<file path="src/rtl/nr_div_pkg.sv">
package nr_div_pkg;
  localparam int DVD_W_DEF = 15;
  localparam int DVS_W_DEF = 11;
  localparam int ROWS_PER_GRP_DEF = 3;

  typedef enum logic {
    OP_SUB = 1'b0,
    OP_ADD = 1'b1
  } row_op_e;
endpackage

</file>
<file path="src/rtl/nr_div_row.sv">
module nr_div_row
  import nr_div_pkg::*;
#(
  parameter int DVS_W = DVS_W_DEF,
  localparam int PR_W = DVS_W + 1
) (
  input  logic [PR_W-1:0]  pr_in,
  input  logic             dvd_bit,
  input  logic [DVS_W-1:0] divisor,
  output logic [PR_W-1:0]  pr_out,
  output logic             q_bit
);
  // Shift in one dividend bit, then add or subtract the divisor.
  // The arithmetic wraps modulo 2^PR_W, which is safe because the result lies in [-D, D).
  function automatic logic [PR_W-1:0] step(input logic [PR_W-1:0] p,
                                           input logic b,
                                           input logic [DVS_W-1:0] d,
                                           input row_op_e op);
    logic [PR_W-1:0] shifted;
    logic [PR_W-1:0] ext;
    shifted = {p[PR_W-2:0], b};
    ext     = {1'b0, d};
    return (op == OP_ADD) ? shifted + ext : shifted - ext;
  endfunction

  row_op_e op;
  assign op     = pr_in[PR_W-1] ? OP_ADD : OP_SUB;
  assign pr_out = step(pr_in, dvd_bit, divisor, op);
  assign q_bit  = ~pr_out[PR_W-1];
endmodule

</file>
<file path="src/rtl/nr_div_group.sv">
module nr_div_group
  import nr_div_pkg::*;
#(
  parameter int DVS_W = DVS_W_DEF,
  parameter int ROWS  = ROWS_PER_GRP_DEF,
  localparam int PR_W = DVS_W + 1
) (
  input  logic [PR_W-1:0]      pr_in,
  input  logic [ROWS-1:0]      dvd_bits,  // MSB is used by the first row
  input  logic [DVS_W-1:0]     divisor,
  output logic [PR_W-1:0]      pr_out,
  output logic [ROWS*PR_W-1:0] taps,      // row r at [r*PR_W +: PR_W]
  output logic [ROWS-1:0]      q_bits     // MSB from the first row
);
  logic [PR_W-1:0] chain [0:ROWS];
  assign chain[0] = pr_in;

  for (genvar r = 0; r < ROWS; r++) begin : g_row
    nr_div_row #(.DVS_W(DVS_W)) u_row (
      .pr_in   (chain[r]),
      .dvd_bit (dvd_bits[ROWS-1-r]),
      .divisor (divisor),
      .pr_out  (chain[r+1]),
      .q_bit   (q_bits[ROWS-1-r])
    );
    assign taps[r*PR_W +: PR_W] = chain[r+1];
  end

  assign pr_out = chain[ROWS];
endmodule

</file>
<file path="src/rtl/nr_div_fixup.sv">
module nr_div_fixup
  import nr_div_pkg::*;
#(
  parameter int DVS_W = DVS_W_DEF,
  localparam int PR_W = DVS_W + 1
) (
  input  logic [PR_W-1:0]  pr_last,
  input  logic [DVS_W-1:0] divisor,
  output logic [DVS_W-1:0] remainder
);
  // Add the divisor back only when the last partial remainder is negative.
  function automatic logic [DVS_W-1:0] correct(input logic [PR_W-1:0] p,
                                               input logic [DVS_W-1:0] d);
    logic [PR_W-1:0] sum;
    sum = p + {1'b0, d};
    return p[PR_W-1] ? sum[DVS_W-1:0] : p[DVS_W-1:0];
  endfunction

  assign remainder = correct(pr_last, divisor);
endmodule

</file>
<file path="src/rtl/nr_array_divider.sv">
module nr_array_divider
  import nr_div_pkg::*;
#(
  parameter int DVD_W = DVD_W_DEF,
  parameter int DVS_W = DVS_W_DEF,
  parameter int ROWS_PER_GRP = ROWS_PER_GRP_DEF,
  localparam int PR_W   = DVS_W + 1,
  localparam int GROUPS = DVD_W / ROWS_PER_GRP,
  localparam int GRP_TAP_W = ROWS_PER_GRP * PR_W
) (
  input  logic [DVD_W-1:0]      dividend,
  input  logic [DVS_W-1:0]      divisor,
  output logic [DVD_W-1:0]      quotient,
  output logic [DVS_W-1:0]      remainder,
  output logic [DVD_W*PR_W-1:0] row_taps
);
  logic [PR_W-1:0] grp_chain [0:GROUPS];
  assign grp_chain[0] = '0;  // starts non-negative, so row 0 subtracts

  for (genvar g = 0; g < GROUPS; g++) begin : g_grp
    nr_div_group #(.DVS_W(DVS_W), .ROWS(ROWS_PER_GRP)) u_grp (
      .pr_in    (grp_chain[g]),
      .dvd_bits (dividend[DVD_W-1-g*ROWS_PER_GRP -: ROWS_PER_GRP]),
      .divisor  (divisor),
      .pr_out   (grp_chain[g+1]),
      .taps     (row_taps[g*GRP_TAP_W +: GRP_TAP_W]),
      .q_bits   (quotient[DVD_W-1-g*ROWS_PER_GRP -: ROWS_PER_GRP])
    );
  end

  nr_div_fixup #(.DVS_W(DVS_W)) u_fix (
    .pr_last   (grp_chain[GROUPS]),
    .divisor   (divisor),
    .remainder (remainder)
  );
endmodule

</file>
<file path="config.mk">
export PLATFORM = sky130hd
export DESIGN_NAME = nr_array_divider
export DESIGN_NICKNAME = d
export VERILOG_FILES = /design/src/rtl/nr_div_pkg.sv /design/src/rtl/nr_div_row.sv /design/src/rtl/nr_div_group.sv /design/src/rtl/nr_div_fixup.sv /design/src/rtl/nr_array_divider.sv
export SDC_FILE = /design/constraint.sdc
export NUM_CORES = 1
export LEC_CHECK = 0
export ABC_AREA = 0
export CAP_MARGIN = 20
export CORE_ASPECT_RATIO = 1.25
export CORE_MARGIN = 8
export CORE_UTILIZATION = 54
export DETAILED_ROUTE_END_ITERATION = 10
export GPL_ROUTABILITY_DRIVEN = 0
export PLACE_DENSITY = 0.87
export SYNTH_ARGS = -nofsm -noshare
export SYNTH_HDL_FRONTEND = slang
export SYNTH_SLANG_ARGS = --single-unit
</file>
<file path="constraint.sdc">
create_clock -name vclk -period 105.5
set_clock_uncertainty 0.1 [all_clocks]
set_input_delay 31.65 -clock vclk [all_inputs]
set_output_delay 31.65 -clock vclk [all_outputs]
set_load 0.01 [all_outputs]
</file>
[Word-level counts from Yosys, hierarchy flattened]
Index checks and enable logic that the tools add are counted.
Storage, ports and cells
  output and inout bits: 206
  word-level logic and storage cells: 74
  register bits: 0
Cells by class
  muxes and demuxes: 29
  $add $sub $neg: 30
  bitwise operators: 15
Operators by type and width (number)
  adder 12 x 11 -> 12 bit: 14
  2-to-1 mux 12 bit: 14
  subtractor 12 x 11 -> 12 bit: 14
  NOT 1 bit: 15
  2-to-1 mux 1 bit: 14
  subtractor 1 x 11 -> 12 bit: 1
  adder 11 bit: 1
  2-to-1 mux 11 bit: 1

[Longest topological paths before layout]
  depth in word-level cells: 31
  mapped depth: 174
  gate-level depth less buffers: 165

[By module]
A second synthesis with hierarchy kept.
Second synthesis, totals
  cell total of the unflattened synthesis: 1655
  area, all modules: 12738.5 um2
Modules (own cells, without submodules)
  nr_div_row (g_grp[0].u_grp.g_row[2].u_row ...): area each 778.2 um2, times used 8, cells an instance 101
  nr_div_row (g_grp[0].u_grp.g_row[0].u_row ...): area each 772.0 um2, times used 5, cells an instance 101
  nr_div_row (g_grp[4].u_grp.g_row[1].u_row): area each 779.5 um2, times used 1, cells an instance 99
  nr_div_row (g_grp[4].u_grp.g_row[2].u_row): area each 759.5 um2, times used 1, cells an instance 100
  nr_div_fixup: area each 659.4 um2, times used 1, cells an instance 82
  nr_div_group: area each 90.1 um2, times used 5, cells an instance 12
  nr_array_divider: area each 3.8 um2, times used 1, cells an instance 1

[Worst setup path before layout]
No wires, ideal clock.
  kind: input port to output port
  start: input port divisor[3]
  end: output port remainder[2]
  data arrival time: 66221 ps
  cell stages on the path: 165
  slack: 7529 ps
  path buffers: 10
  data required time: 73750 ps
  path through: buf_6 -> or4_4 -> nor2_1 -> nand2_1 -> or2_2 -> nor2_1 -> inv_1 -> nor2_1 -> or2_2 -> ha_1 -> a211o_1 -> o211ai_1 -> o21ai_0 -> xor2_1 -> clkbuf_1 -> nand2_1 -> o21ai_0 -> ha_1 -> [129 not listed] -> xnor2_1 -> xnor2_4 -> mux2_4 -> ha_1 -> a21o_1 -> a21oi_1 -> o21bai_1 -> a21oi_1 -> o21bai_1 -> a21oi_1 -> o21bai_1 -> a21oi_1 -> o21ai_0 -> xor2_1 -> or3_1 -> and2_1 -> buf_6 -> mux2_4
On the way
  longest elaborated chain between the ends: 31
  elaborated cells between the ends (all ways): 59
  those cells by class: 30 x add/sub; 29 x mux
Ends and longest elaborated chain
  from (decl): line nr_array_divider.sv:12  | input logic [DVS_W-1:0] divisor,
  subtractor 1 x 11 -> 12 bit *: line nr_div_row.sv:23  | return (op == OP_ADD) ? shifted + ext : shifted - ext;
  2-to-1 mux 1 bit *: line nr_div_row.sv:27  | assign op = pr_in[PR_W-1] ? OP_ADD : OP_SUB;
  via g_grp[0].u_grp.g_row[1].u_row.op: line nr_div_row.sv:26  | row_op_e op;
  2-to-1 mux 12 bit *: line nr_div_row.sv:23
  subtractor 12 x 11 -> 12 bit (tied with other cells): line nr_div_row.sv:23
  2-to-1 mux 12 bit *: line nr_div_row.sv:23
  2-to-1 mux 1 bit *: line nr_div_row.sv:27
  via g_grp[1].u_grp.g_row[0].u_row.op: line nr_div_row.sv:26
  [2 not listed]
  via g_grp[1].u_grp.g_row[1].u_row.op: line nr_div_row.sv:26
  [2 not listed]
  via g_grp[1].u_grp.g_row[2].u_row.op: line nr_div_row.sv:26
  [8 not listed]
  via g_grp[3].u_grp.g_row[0].u_row.op: line nr_div_row.sv:26
  [2 not listed]
  via g_grp[3].u_grp.g_row[1].u_row.op: line nr_div_row.sv:26
  [2 not listed]
  via g_grp[3].u_grp.g_row[2].u_row.op: line nr_div_row.sv:26
  [2 not listed]
  2-to-1 mux 12 bit *: line nr_div_row.sv:23
  2-to-1 mux 1 bit *: line nr_div_row.sv:27
  via g_grp[4].u_grp.g_row[1].u_row.op: line nr_div_row.sv:26
  2-to-1 mux 12 bit *: line nr_div_row.sv:23
  subtractor 12 x 11 -> 12 bit (tied with other cells): line nr_div_row.sv:23
  2-to-1 mux 12 bit *: line nr_div_row.sv:23
  adder 11 bit: line nr_div_fixup.sv:15  | sum = p + {1'b0, d};
  2-to-1 mux 11 bit *: line nr_div_fixup.sv:16  | return p[PR_W-1] ? sum[DVS_W-1:0] : p[DVS_W-1:0];
  to (decl): line nr_array_divider.sv:14  | output logic [DVS_W-1:0] remainder,
The timed path passes the listed nets; every way through them passes the cells marked *.

[Worst setup path in the final report]
  start: input port divisor[4]
  end: output port remainder[2]
On the way
  longest elaborated chain between the ends: 31
  elaborated cells between the ends (all ways): 59
  those cells by class: 30 x add/sub; 29 x mux
Ends and longest elaborated chain (line)
  subtractor 1 x 11 -> 12 bit: nr_div_row.sv:23
  subtractor 12 x 11 -> 12 bit (tied with other cells): nr_div_row.sv:23
  2-to-1 mux 12 bit: nr_div_row.sv:23
  subtractor 12 x 11 -> 12 bit (tied with other cells): nr_div_row.sv:23
  2-to-1 mux 12 bit: nr_div_row.sv:23
  subtractor 12 x 11 -> 12 bit (tied with other cells): nr_div_row.sv:23
  2-to-1 mux 12 bit: nr_div_row.sv:23
  subtractor 12 x 11 -> 12 bit (tied with other cells): nr_div_row.sv:23
  [15 not listed]
  subtractor 12 x 11 -> 12 bit (tied with other cells): nr_div_row.sv:23
  2-to-1 mux 12 bit: nr_div_row.sv:23
  subtractor 12 x 11 -> 12 bit (tied with other cells): nr_div_row.sv:23
  2-to-1 mux 12 bit: nr_div_row.sv:23
  2-to-1 mux 1 bit (tied with other cells): nr_div_row.sv:27
  2-to-1 mux 12 bit *: nr_div_row.sv:23
  adder 11 bit: nr_div_fixup.sv:15
  2-to-1 mux 11 bit *: nr_div_fixup.sv:16
Mark *: on every way between the ends. The rest lies on a longest branch, timed or not.

==> reports/results.txt <==
CP required: 73750 ps
Residual DRC count: 0
Max stage delay on crit path: 580 ps
WS Path Type: in2out
Final TNS setup: 0 ps
Worst-Margin Slew: 911 ps
Layout cells sized above 1: 0.0610
Area Growth Syn to Fin: 26.1%
Final Max Slew Viols: 0
Vias: 10800
Max_cap viols: 0
Core box area: 18000 sq um
Total Wirelength: 35700 um
Rows: 55
DP HPWL: 27800 um
Slowest CP cell: or4_4
Synth cell types: 72
Synth Instances: 1344
Fmax: 0.00973 GHz
DRT iter0 DRCs: 809
Drt first pass iters: 7
Initial antenna violation count: 1
Clock Buffer Count: 0
Critical path peak fanout: 21
Fin crit share: 0.975
Register Area: 0 sq um
Ports: 232
Antenna diodes: 0
Pin count of the biggest net entering global routing: 25
Min-Delay Path Class: in2out
# port buffers: 232
First-pass GRT wire length: 55400 um
Status: finished clean
Fin. Hold Viols: 0
Chip Width: 137 um
Setup-failing EPs final: 0
Vias per cell: 6.12
CP most frequent cell: o21ai_0
Die area: 22900 sq um
Crit start category: input pin
Mapped Area: 9880 sq um
YS warnings: 0
Crit end category: primary output
Initial core utilization: 0.548
Minimum clock period: 102820 ps
Congestion Overflow GR: 0
Seq Cell Count: 0
Syn nets: 1553
Gr usage total: 0.295
Post-route ant nets: 0
Syn Area/Cell: 7.35 sq um
Die height: 167 um
DR WL/cell: 20.2 um
Seq/Total Area, Yosys: 0
Vias in the first global route: 10700
Rel. slew slack: 0.388
Layout net count: 1751
Critical path arrival: 71070 ps
## kinds of logic (layout without fill, tap and decap cells)
logic type / after synthesis / in the layout / synth area share
compound gates: 318 / 318 / 0.203
xor+xnor: 279 / 279 / 0.261
fa+ha+maj: 183 / 183 / 0.243
buf+inv: 141 / 337 / 0.0664
mux: 36 / 36 / 0.0429
simple gates: 387 / 387 / 0.184
## cell type report
| class | instances | area, sq um |
|---|---|---|
| Timing Repair Buffer | 268 | 2590 |
| Inverter | 69 | 259 |
| Tap cell | 228 | 285 |
| Fill cell | 1460 | 5570 |
| Multi-Input combinational cell | 1203 | 9320 |
## cells in the mapped netlist (4+ instances only)
library cell  instances  area share
or3_1                12      0.0076
ha_1                168        0.21
nand3_1              12      0.0061
mux2_4               10       0.015
and3_1                4      0.0025
xnor3_1               4      0.0091
a31o_2                4      0.0035
mux2i_1              15       0.015
nand2_1              71       0.027
and2_1                7      0.0044
nor3_1               36       0.018
mux2_2               11       0.013
or2_2                10      0.0063
nor4_1                4      0.0025
o211ai_1              6      0.0046
a31oi_1               7      0.0044
xnor2_1             151        0.13
buf_1                 5      0.0019
inv_1                69       0.026
clkbuf_1             34       0.013
a21o_1               32       0.024
buf_4                29       0.022
o21bai_1             25       0.019
a211oi_1             15       0.011
a21oi_1             101       0.051
nor2_1              171       0.065
xor2_1              119        0.11
o41ai_1               4      0.0035
nand2b_1             22       0.014
o21ai_0              67       0.034
fa_1                 15       0.030
or4_1                 4      0.0030
o21a_1               21       0.016
nor2b_1              18       0.011
## cell usage in the layout, fill, tap and decap left out, types with 4 or more instances in the layout
master           instances
xnor2_1                148
inv_1                   69
or3_1                   12
xor2_2                   7
nor2b_1                 18
ha_1                   168
a21oi_1                101
mux2_2                  11
and2_1                   7
xnor3_1                  4
nand2_1                 71
nor4_1                   4
buf_4                   36
o21a_1                  21
xor2_1                 113
nor2_1                 171
mux2_4                  10
or2_2                   10
nand2b_1                22
a211oi_1                15
and3_1                   4
a31oi_1                  7
o211ai_1                 6
a31o_2                   4
nor3_1                  34
a21o_1                  32
o21bai_1                25
clkdlybuf4s50_1        232
or4_1                    4
o21ai_0                 67
nand3_1                 12
fa_1                    15
mux2i_1                 15
## through the flow
stage	instances	setup WS, ps	area, sq um	util	hold slack [ps]
after detailed placement	1754	1120	12300	0.680	64400
after global routing	1768	-195	12500	0.691	64430
after floorplan	1344	7530	9880	-	63370
after CTS	1754	884	12300	0.680	64390
final	1768	2680	12500	0.691	64380
after global placement	1754	2550	12300	0.680	64350
## path summary, 6_finish.rpt
kind / startpoint / cells after the start / slack, ps / end
min: dividend[0] / 5 / 64380 / row_taps[168]
max: divisor[4] / 159 / 2680 / remainder[2]
## layer usage
metal / global-route usage / wire [um] / vias to the layer above
met5: 0 / 0 / -
met4: 0.152 / 2080 / 0
met3: 0.0419 / 3290 / 166
met2: 0.516 / 17200 / 580
met1: 0.335 / 13100 / 5031
li1: - / - / 5048
## worst max-delay path, delay by kind of cell
kind	cells	cell delay (ps)
buf+inv	10	2110
compound gates	77	16690
mux	10	3860
simple gates	26	6110
xor+xnor	22	6350
fa+ha+maj	14	4230
## what timing repair did
action | CTS | global route
setup buffers | 0 | 14
endpoints found under the setup margin | 0 | 23
hold buffers | 0 | 0
gates resized for setup | 0 | 12
hold endpoints to repair | 0 | 0
Power is left out: the tool's default activity adds up to more than one toggle a clock period on the data nets, which glitch-free logic cannot reach.
